--- config.mk ---
export PLATFORM = sky130hd
export DESIGN_NAME = cfgring_node
export DESIGN_NICKNAME = d
export VERILOG_FILES = /design/src/rtl/cfgring_pkg.sv /design/src/rtl/cfgring_decode.sv /design/src/rtl/cfgring_field.sv /design/src/rtl/cfgring_regfile.sv /design/src/rtl/cfgring_out_stage.sv /design/src/rtl/cfgring_node.sv
export SDC_FILE = /design/constraint.sdc
export NUM_CORES = 1
export LEC_CHECK = 0
export ABC_AREA = 1
export CAP_MARGIN = 20
export CORE_MARGIN = 1
export CORE_UTILIZATION = 45
export CTS_CLUSTER_DIAMETER = 40
export DETAILED_ROUTE_END_ITERATION = 7
export PLACE_DENSITY = 0.92
export SLEW_MARGIN = 30
export SYNTH_ARGS = -nofsm -noshare
export SYNTH_HDL_FRONTEND = slang
export SYNTH_SLANG_ARGS = --single-unit
--- constraint.sdc ---
create_clock -name clk_i -period 2.4 [get_ports clk_i]
set_clock_uncertainty 0.2 [all_clocks]
set_input_delay 0.36 -clock clk_i [delete_from_list [all_inputs] [get_ports clk_i]]
set_output_delay 0.36 -clock clk_i [all_outputs]
set_load 0.05 [all_outputs]
--- src/rtl/cfgring_pkg.sv ---
package cfgring_pkg;
  localparam int RING_AW = 32;
  localparam int RING_DW = 32;

  typedef struct packed {
    logic               vld;
    logic               wr;
    logic               ack;
    logic [RING_AW-1:0] addr;
    logic [RING_DW-1:0] data;
  } ring_xfer_t;

  typedef enum logic [1:0] {
    REG_MODE   = 2'd0,
    REG_REFSEL = 2'd1,
    REG_CTRL   = 2'd2,
    REG_STATUS = 2'd3
  } reg_idx_e;
endpackage

--- src/rtl/cfgring_decode.sv ---
module cfgring_decode
  import cfgring_pkg::*;
#(
  parameter logic [RING_AW-1:0] BASE = 32'h0000_0400
) (
  input  ring_xfer_t xfer_i,
  output logic       hit_o,
  output reg_idx_e   idx_o
);
  localparam int WIN_LSB = 4;

  logic base_match, aligned;

  assign base_match = (xfer_i.addr[RING_AW-1:WIN_LSB] == BASE[RING_AW-1:WIN_LSB]);
  assign aligned    = (xfer_i.addr[1:0] == 2'b00);
  // already-acknowledged traffic is never claimed twice
  assign hit_o      = xfer_i.vld && !xfer_i.ack && base_match && aligned;
  assign idx_o      = reg_idx_e'(xfer_i.addr[3:2]);
endmodule

--- src/rtl/cfgring_field.sv ---
module cfgring_field #(
  parameter int         W   = 8,
  parameter logic [W-1:0] RST = '0
) (
  input  logic         clk_i,
  input  logic         rst_ni,
  input  logic         we_i,
  input  logic [W-1:0] d_i,
  output logic [W-1:0] q_o
);
  always_ff @(posedge clk_i or negedge rst_ni) begin
    if (!rst_ni)   q_o <= RST;
    else if (we_i) q_o <= d_i;
  end
endmodule

--- src/rtl/cfgring_regfile.sv ---
module cfgring_regfile
  import cfgring_pkg::*;
#(
  parameter int MODE_W   = 12,
  parameter int REFSEL_W = 2,
  parameter int CTRL_W   = 8,
  parameter int STAT_W   = 8,
  parameter logic [MODE_W-1:0]   MODE_RST   = 12'h033,
  parameter logic [REFSEL_W-1:0] REFSEL_RST = 2'd1,
  parameter logic [CTRL_W-1:0]   CTRL_RST   = 8'h00
) (
  input  logic                clk_i,
  input  logic                rst_ni,
  input  logic                wr_en_i,
  input  reg_idx_e            idx_i,
  input  logic [RING_DW-1:0]  wdata_i,
  input  logic [STAT_W-1:0]   status_i,
  output logic [RING_DW-1:0]  rdata_o,
  output logic [MODE_W-1:0]   mode_o,
  output logic [REFSEL_W-1:0] refsel_o,
  output logic [CTRL_W-1:0]   ctrl_o
);
  logic we_mode, we_refsel, we_ctrl;

  // status has no write strobe: writes are dropped here
  assign we_mode   = wr_en_i && (idx_i == REG_MODE);
  assign we_refsel = wr_en_i && (idx_i == REG_REFSEL);
  assign we_ctrl   = wr_en_i && (idx_i == REG_CTRL);

  cfgring_field #(.W(MODE_W), .RST(MODE_RST)) u_mode (
    .clk_i(clk_i), .rst_ni(rst_ni), .we_i(we_mode),
    .d_i(wdata_i[MODE_W-1:0]), .q_o(mode_o));

  cfgring_field #(.W(REFSEL_W), .RST(REFSEL_RST)) u_refsel (
    .clk_i(clk_i), .rst_ni(rst_ni), .we_i(we_refsel),
    .d_i(wdata_i[REFSEL_W-1:0]), .q_o(refsel_o));

  cfgring_field #(.W(CTRL_W), .RST(CTRL_RST)) u_ctrl (
    .clk_i(clk_i), .rst_ni(rst_ni), .we_i(we_ctrl),
    .d_i(wdata_i[CTRL_W-1:0]), .q_o(ctrl_o));

  always_comb begin
    rdata_o = '0;
    unique case (idx_i)
      REG_MODE:   rdata_o[MODE_W-1:0]   = mode_o;
      REG_REFSEL: rdata_o[REFSEL_W-1:0] = refsel_o;
      REG_CTRL:   rdata_o[CTRL_W-1:0]   = ctrl_o;
      REG_STATUS: rdata_o[STAT_W-1:0]   = status_i;
      default:    rdata_o = '0;
    endcase
  end
endmodule

--- src/rtl/cfgring_out_stage.sv ---
module cfgring_out_stage
  import cfgring_pkg::*;
(
  input  logic               clk_i,
  input  logic               rst_ni,
  input  ring_xfer_t         xfer_i,
  input  logic               hit_i,
  input  logic [RING_DW-1:0] rdata_i,
  output ring_xfer_t         xfer_o
);
  ring_xfer_t nxt;

  always_comb begin
    nxt = xfer_i;
    if (!xfer_i.vld) begin
      nxt = '0;
    end else if (hit_i) begin
      nxt.ack = 1'b1;
      if (!xfer_i.wr) nxt.data = rdata_i;
    end
  end

  always_ff @(posedge clk_i or negedge rst_ni) begin
    if (!rst_ni) xfer_o <= '0;
    else         xfer_o <= nxt;
  end
endmodule

--- src/rtl/cfgring_node.sv ---
module cfgring_node
  import cfgring_pkg::*;
#(
  parameter logic [31:0] BASE = 32'h0000_0400,
  parameter int MODE_W   = 12,
  parameter int REFSEL_W = 2,
  parameter int CTRL_W   = 8,
  parameter int STAT_W   = 8,
  parameter logic [MODE_W-1:0]   MODE_RST   = 12'h033,
  parameter logic [REFSEL_W-1:0] REFSEL_RST = 2'd1,
  parameter logic [CTRL_W-1:0]   CTRL_RST   = 8'h00
) (
  input  logic                clk_i,
  input  logic                rst_ni,
  input  logic                ring_vld_i,
  input  logic                ring_wr_i,
  input  logic                ring_ack_i,
  input  logic [31:0]         ring_addr_i,
  input  logic [31:0]         ring_data_i,
  output logic                ring_vld_o,
  output logic                ring_wr_o,
  output logic                ring_ack_o,
  output logic [31:0]         ring_addr_o,
  output logic [31:0]         ring_data_o,
  input  logic [STAT_W-1:0]   status_i,
  output logic [MODE_W-1:0]   cfg_mode_o,
  output logic [REFSEL_W-1:0] cfg_refsel_o,
  output logic [CTRL_W-1:0]   cfg_ctrl_o
);
  ring_xfer_t         in_x, out_x;
  logic               hit;
  reg_idx_e           idx;
  logic [RING_DW-1:0] rdata;

  assign in_x = '{vld: ring_vld_i, wr: ring_wr_i, ack: ring_ack_i,
                  addr: ring_addr_i, data: ring_data_i};

  cfgring_decode #(.BASE(BASE)) u_dec (
    .xfer_i(in_x), .hit_o(hit), .idx_o(idx));

  cfgring_regfile #(
    .MODE_W(MODE_W), .REFSEL_W(REFSEL_W), .CTRL_W(CTRL_W), .STAT_W(STAT_W),
    .MODE_RST(MODE_RST), .REFSEL_RST(REFSEL_RST), .CTRL_RST(CTRL_RST)
  ) u_rf (
    .clk_i(clk_i), .rst_ni(rst_ni),
    .wr_en_i(hit && ring_wr_i), .idx_i(idx), .wdata_i(ring_data_i),
    .status_i(status_i), .rdata_o(rdata),
    .mode_o(cfg_mode_o), .refsel_o(cfg_refsel_o), .ctrl_o(cfg_ctrl_o));

  cfgring_out_stage u_out (
    .clk_i(clk_i), .rst_ni(rst_ni),
    .xfer_i(in_x), .hit_i(hit), .rdata_i(rdata), .xfer_o(out_x));

  assign ring_vld_o  = out_x.vld;
  assign ring_wr_o   = out_x.wr;
  assign ring_ack_o  = out_x.ack;
  assign ring_addr_o = out_x.addr;
  assign ring_data_o = out_x.data;
endmodule

==> out/results.ini <==
[outcome]
status=complete, no violations

[route]
firstDrtPassIters=4
drt_iter0_markers=176
wl_met3_um=789
wl_per_cell_um=14.38
drt-met1-wl_um=4018
dr_wl_met2_um=5409
drt_wl_total_um=10340
ant_nets=0
top_layer_used=met4
vias_per_cell=4.879
vias=3508
drcViolationCount=0

[logic_synthesis]
synthTopCellsByArea=dfrtp_1 56%, nand2_1 14%, inv_1 7.1%
synth_nets=519
ys_ff_latch=89
yosys.cell_types.count=19
synthCells=442
synth_top_area_cell=dfrtp_1
syn_area_mm2=0.003751
syn_avg_cell_area_um2=8.487
yosysWarnings=0
seq_area_frac_synth=0.5954
synth_top_area_frac=0.5604

[cells_and_area]
layout-drive-gt1-share=0.06969
area_growth_pct=52.60
fin_area_mm2=0.005724
multi_input_area_mm2=0.001129
regArea_mm2=0.002233
fillers=546
fin_util=0.7257
num_antenna_cells=0
nets=689

[clock_tree]
clk_pin_slew_ns=0.09
cts_setup_buffers=0
cts_tree=yes
ctsRootBufferMaster=clkbuf_8
numCtsBuffers=9
cts_buffer_depth=2
htree_num_levels=3
clk_latency_ns=0.34
cts_sinks=89

[power]
p_leak_nw=2.972
clkPwrFrac=0.298
p_switching_mw=0.9652
internal-power_mw=2.191
p_per_area_mw_per_mm2=551.4
swShare=0.3058
pwr-share-comb=0.204
ir_drop_mv=0.3280
fin_total_pwr_mw=3.156
seqPwrFrac=0.498

[setup_path]
crit_fanout=3
path_buf_inv=1
slowest_delay_ns=0.81
timing.rr.end=u_out.xfer_o[0]
path_cells=clkdlybuf4s50_1
crit_required_ns=1.84
start_kind=flop
crit_family=buffers and inverters
r2r-start=u_rf.u_refsel.q_o[0]
ff2ff_setup_slack_ns=1.11
rr_worst_depth=6
slowest_stage=clkdlybuf4s50_1
end_kind=output pin
arrival_ns=1.72
path_class=flop to output pin

[timing]
tightest_slew_ns=0.6182
post-route-min-period_ns=2.275
period_share=0.9480
setup_ws_ns=0.1248
rsz0062_at_grt=no
slew_violations=0
fmax_mhz=439.5
hold_violations=0
finalSetupViolCount=0
whs_ns=0.2290
relSlewSlack=0.5879

[grt]
grt_pass1_vias=3456
grt_pass1_wl_um=16480
antenna_found_initial=0
grt_max_degree=48
grt_util_all_layers=0.2484
overflow=0

[min_path]
min_to=u_out.xfer_o[66]
hp-start=ring_vld_i
min_delay_path_depth=2
hold_path.class=primary input to flop

[floorplanning]
pin_count=166
coreArea_mm2=0.007888
start_util=0.4756
dieArea_mm2=0.008705
rows=32
die_h_um=93.30
die-width_um=93.30

[placement]
detailed_place_hpwl_um=7851
io_buffers=165
placed_area_mm2=0.005535
gp_congestion=0.8260
pre_cts_slack_ns=-0.001281

[run]
maxCapViolCount=0

-- synth_stat cells (all sizes together) --
library cell  number
nand3             20
inv               71
nand4             22
o21a               1
dfrtp             84
nor2              67
nand2            138
a21oi             14
dfstp              5
clkbuf             8
buf               12
-- final cells by class --
| cell class | instances | share of cell area |
|---|---|---|
| clock buffer | 9 | 0.02164 |
| tap | 102 | 0.02230 |
| inverter | 71 | 0.04656 |
| timing repair buffer | 179 | 0.3126 |
| sequential | 89 | 0.3902 |
| multi-input combinational | 262 | 0.1972 |
| clock inverter | 7 | 0.009617 |
-- worst max-delay path by stage --
| stage | start | endpoint | slack, ns | depth (start not counted) |
|---|---|---|---|---|
| 3_3_place_gp | ring_addr_i[20] | u_rf.u_refsel.q_o[1] | 0.16 | 10 |
| 3_5_place_dp | ring_addr_i[5] | u_rf.u_refsel.q_o[1] | -0.001 | 10 |
| 5_1_grt | u_rf.u_mode.q_o[5] | cfg_mode_o[5] | 0.07 | 1 |
| 6_report | u_rf.u_mode.q_o[5] | cfg_mode_o[5] | 0.12 | 1 |
| 4_1_cts | u_rf.u_mode.q_o[5] | cfg_mode_o[5] | 0.11 | 1 |
| 2_1_floorplan | ring_ack_i | u_rf.u_mode.q_o[2] | 0.85 | 9 |
-- flip-flops by register name, summed over array words and instances (netlist names) --
signal and count:
u_rf.u_ctrl.q_o 8, u_rf.u_mode.q_o 12, u_out.xfer_o 67, u_rf.u_refsel.q_o 2
-- power groups by stage --
stage | sequential, mW | combinational (mW) | clock, mW
final | 1.57 | 0.644 | 0.941
after global routing | 1.58 | 0.684 | 1.03
after CTS | 1.57 | 0.648 | 0.959
after detailed placement | 1.60 | 0.645 | 0
after global placement | 1.60 | 0.630 | 0
after floorplan | 1.81 | 0.105 | 0
-- metal layers --
metal  vias up  GRT usage
li1       1666          -
met1      1645     0.2961
met2       184     0.4455
met3        13    0.04878
met4         0    0.08718
met5         -          0
-- per-stage QoR --
stage / setup TNS, ns / cells
after global routing: 0 / 719
after detailed placement: -0.001281 / 702
after CTS: 0 / 719
final: 0 / 719
after global placement: 0 / 702
after floorplan: 0 / 442
-- layout by cell type, fill, tap and decap left out, types with 3 or more instances in the layout --
cell type,netlist,final
buf_4,1,11
nor2_1,64,64
dfrtp_1,84,84
nand3_1,18,18
buf_12,0,3
clkdlybuf4s50_1,0,163
dfstp_2,5,5
a21oi_1,14,14
inv_1,71,71
clkbuf_8,0,9
nand4_1,22,22
nand2_1,136,136
-- repair_timing --
item                       in CTS  in global routing
hold endpoints to repair       41                  0
resized for setup               0                  0
hold buffers                    1                  0
setup endpoints to repair       0                  0
-- cells by family (layout without fill, tap and decap cells) --
family | after synthesis | after routing | synth area share
AO/OA/AOI/OAI | 15 | 15 | 0.02068
flip-flops | 89 | 89 | 0.5954
buffers and inverters | 91 | 266 | 0.1037
AND/OR/NAND/NOR | 247 | 247 | 0.2802
(Power assumes the default switching activity.)
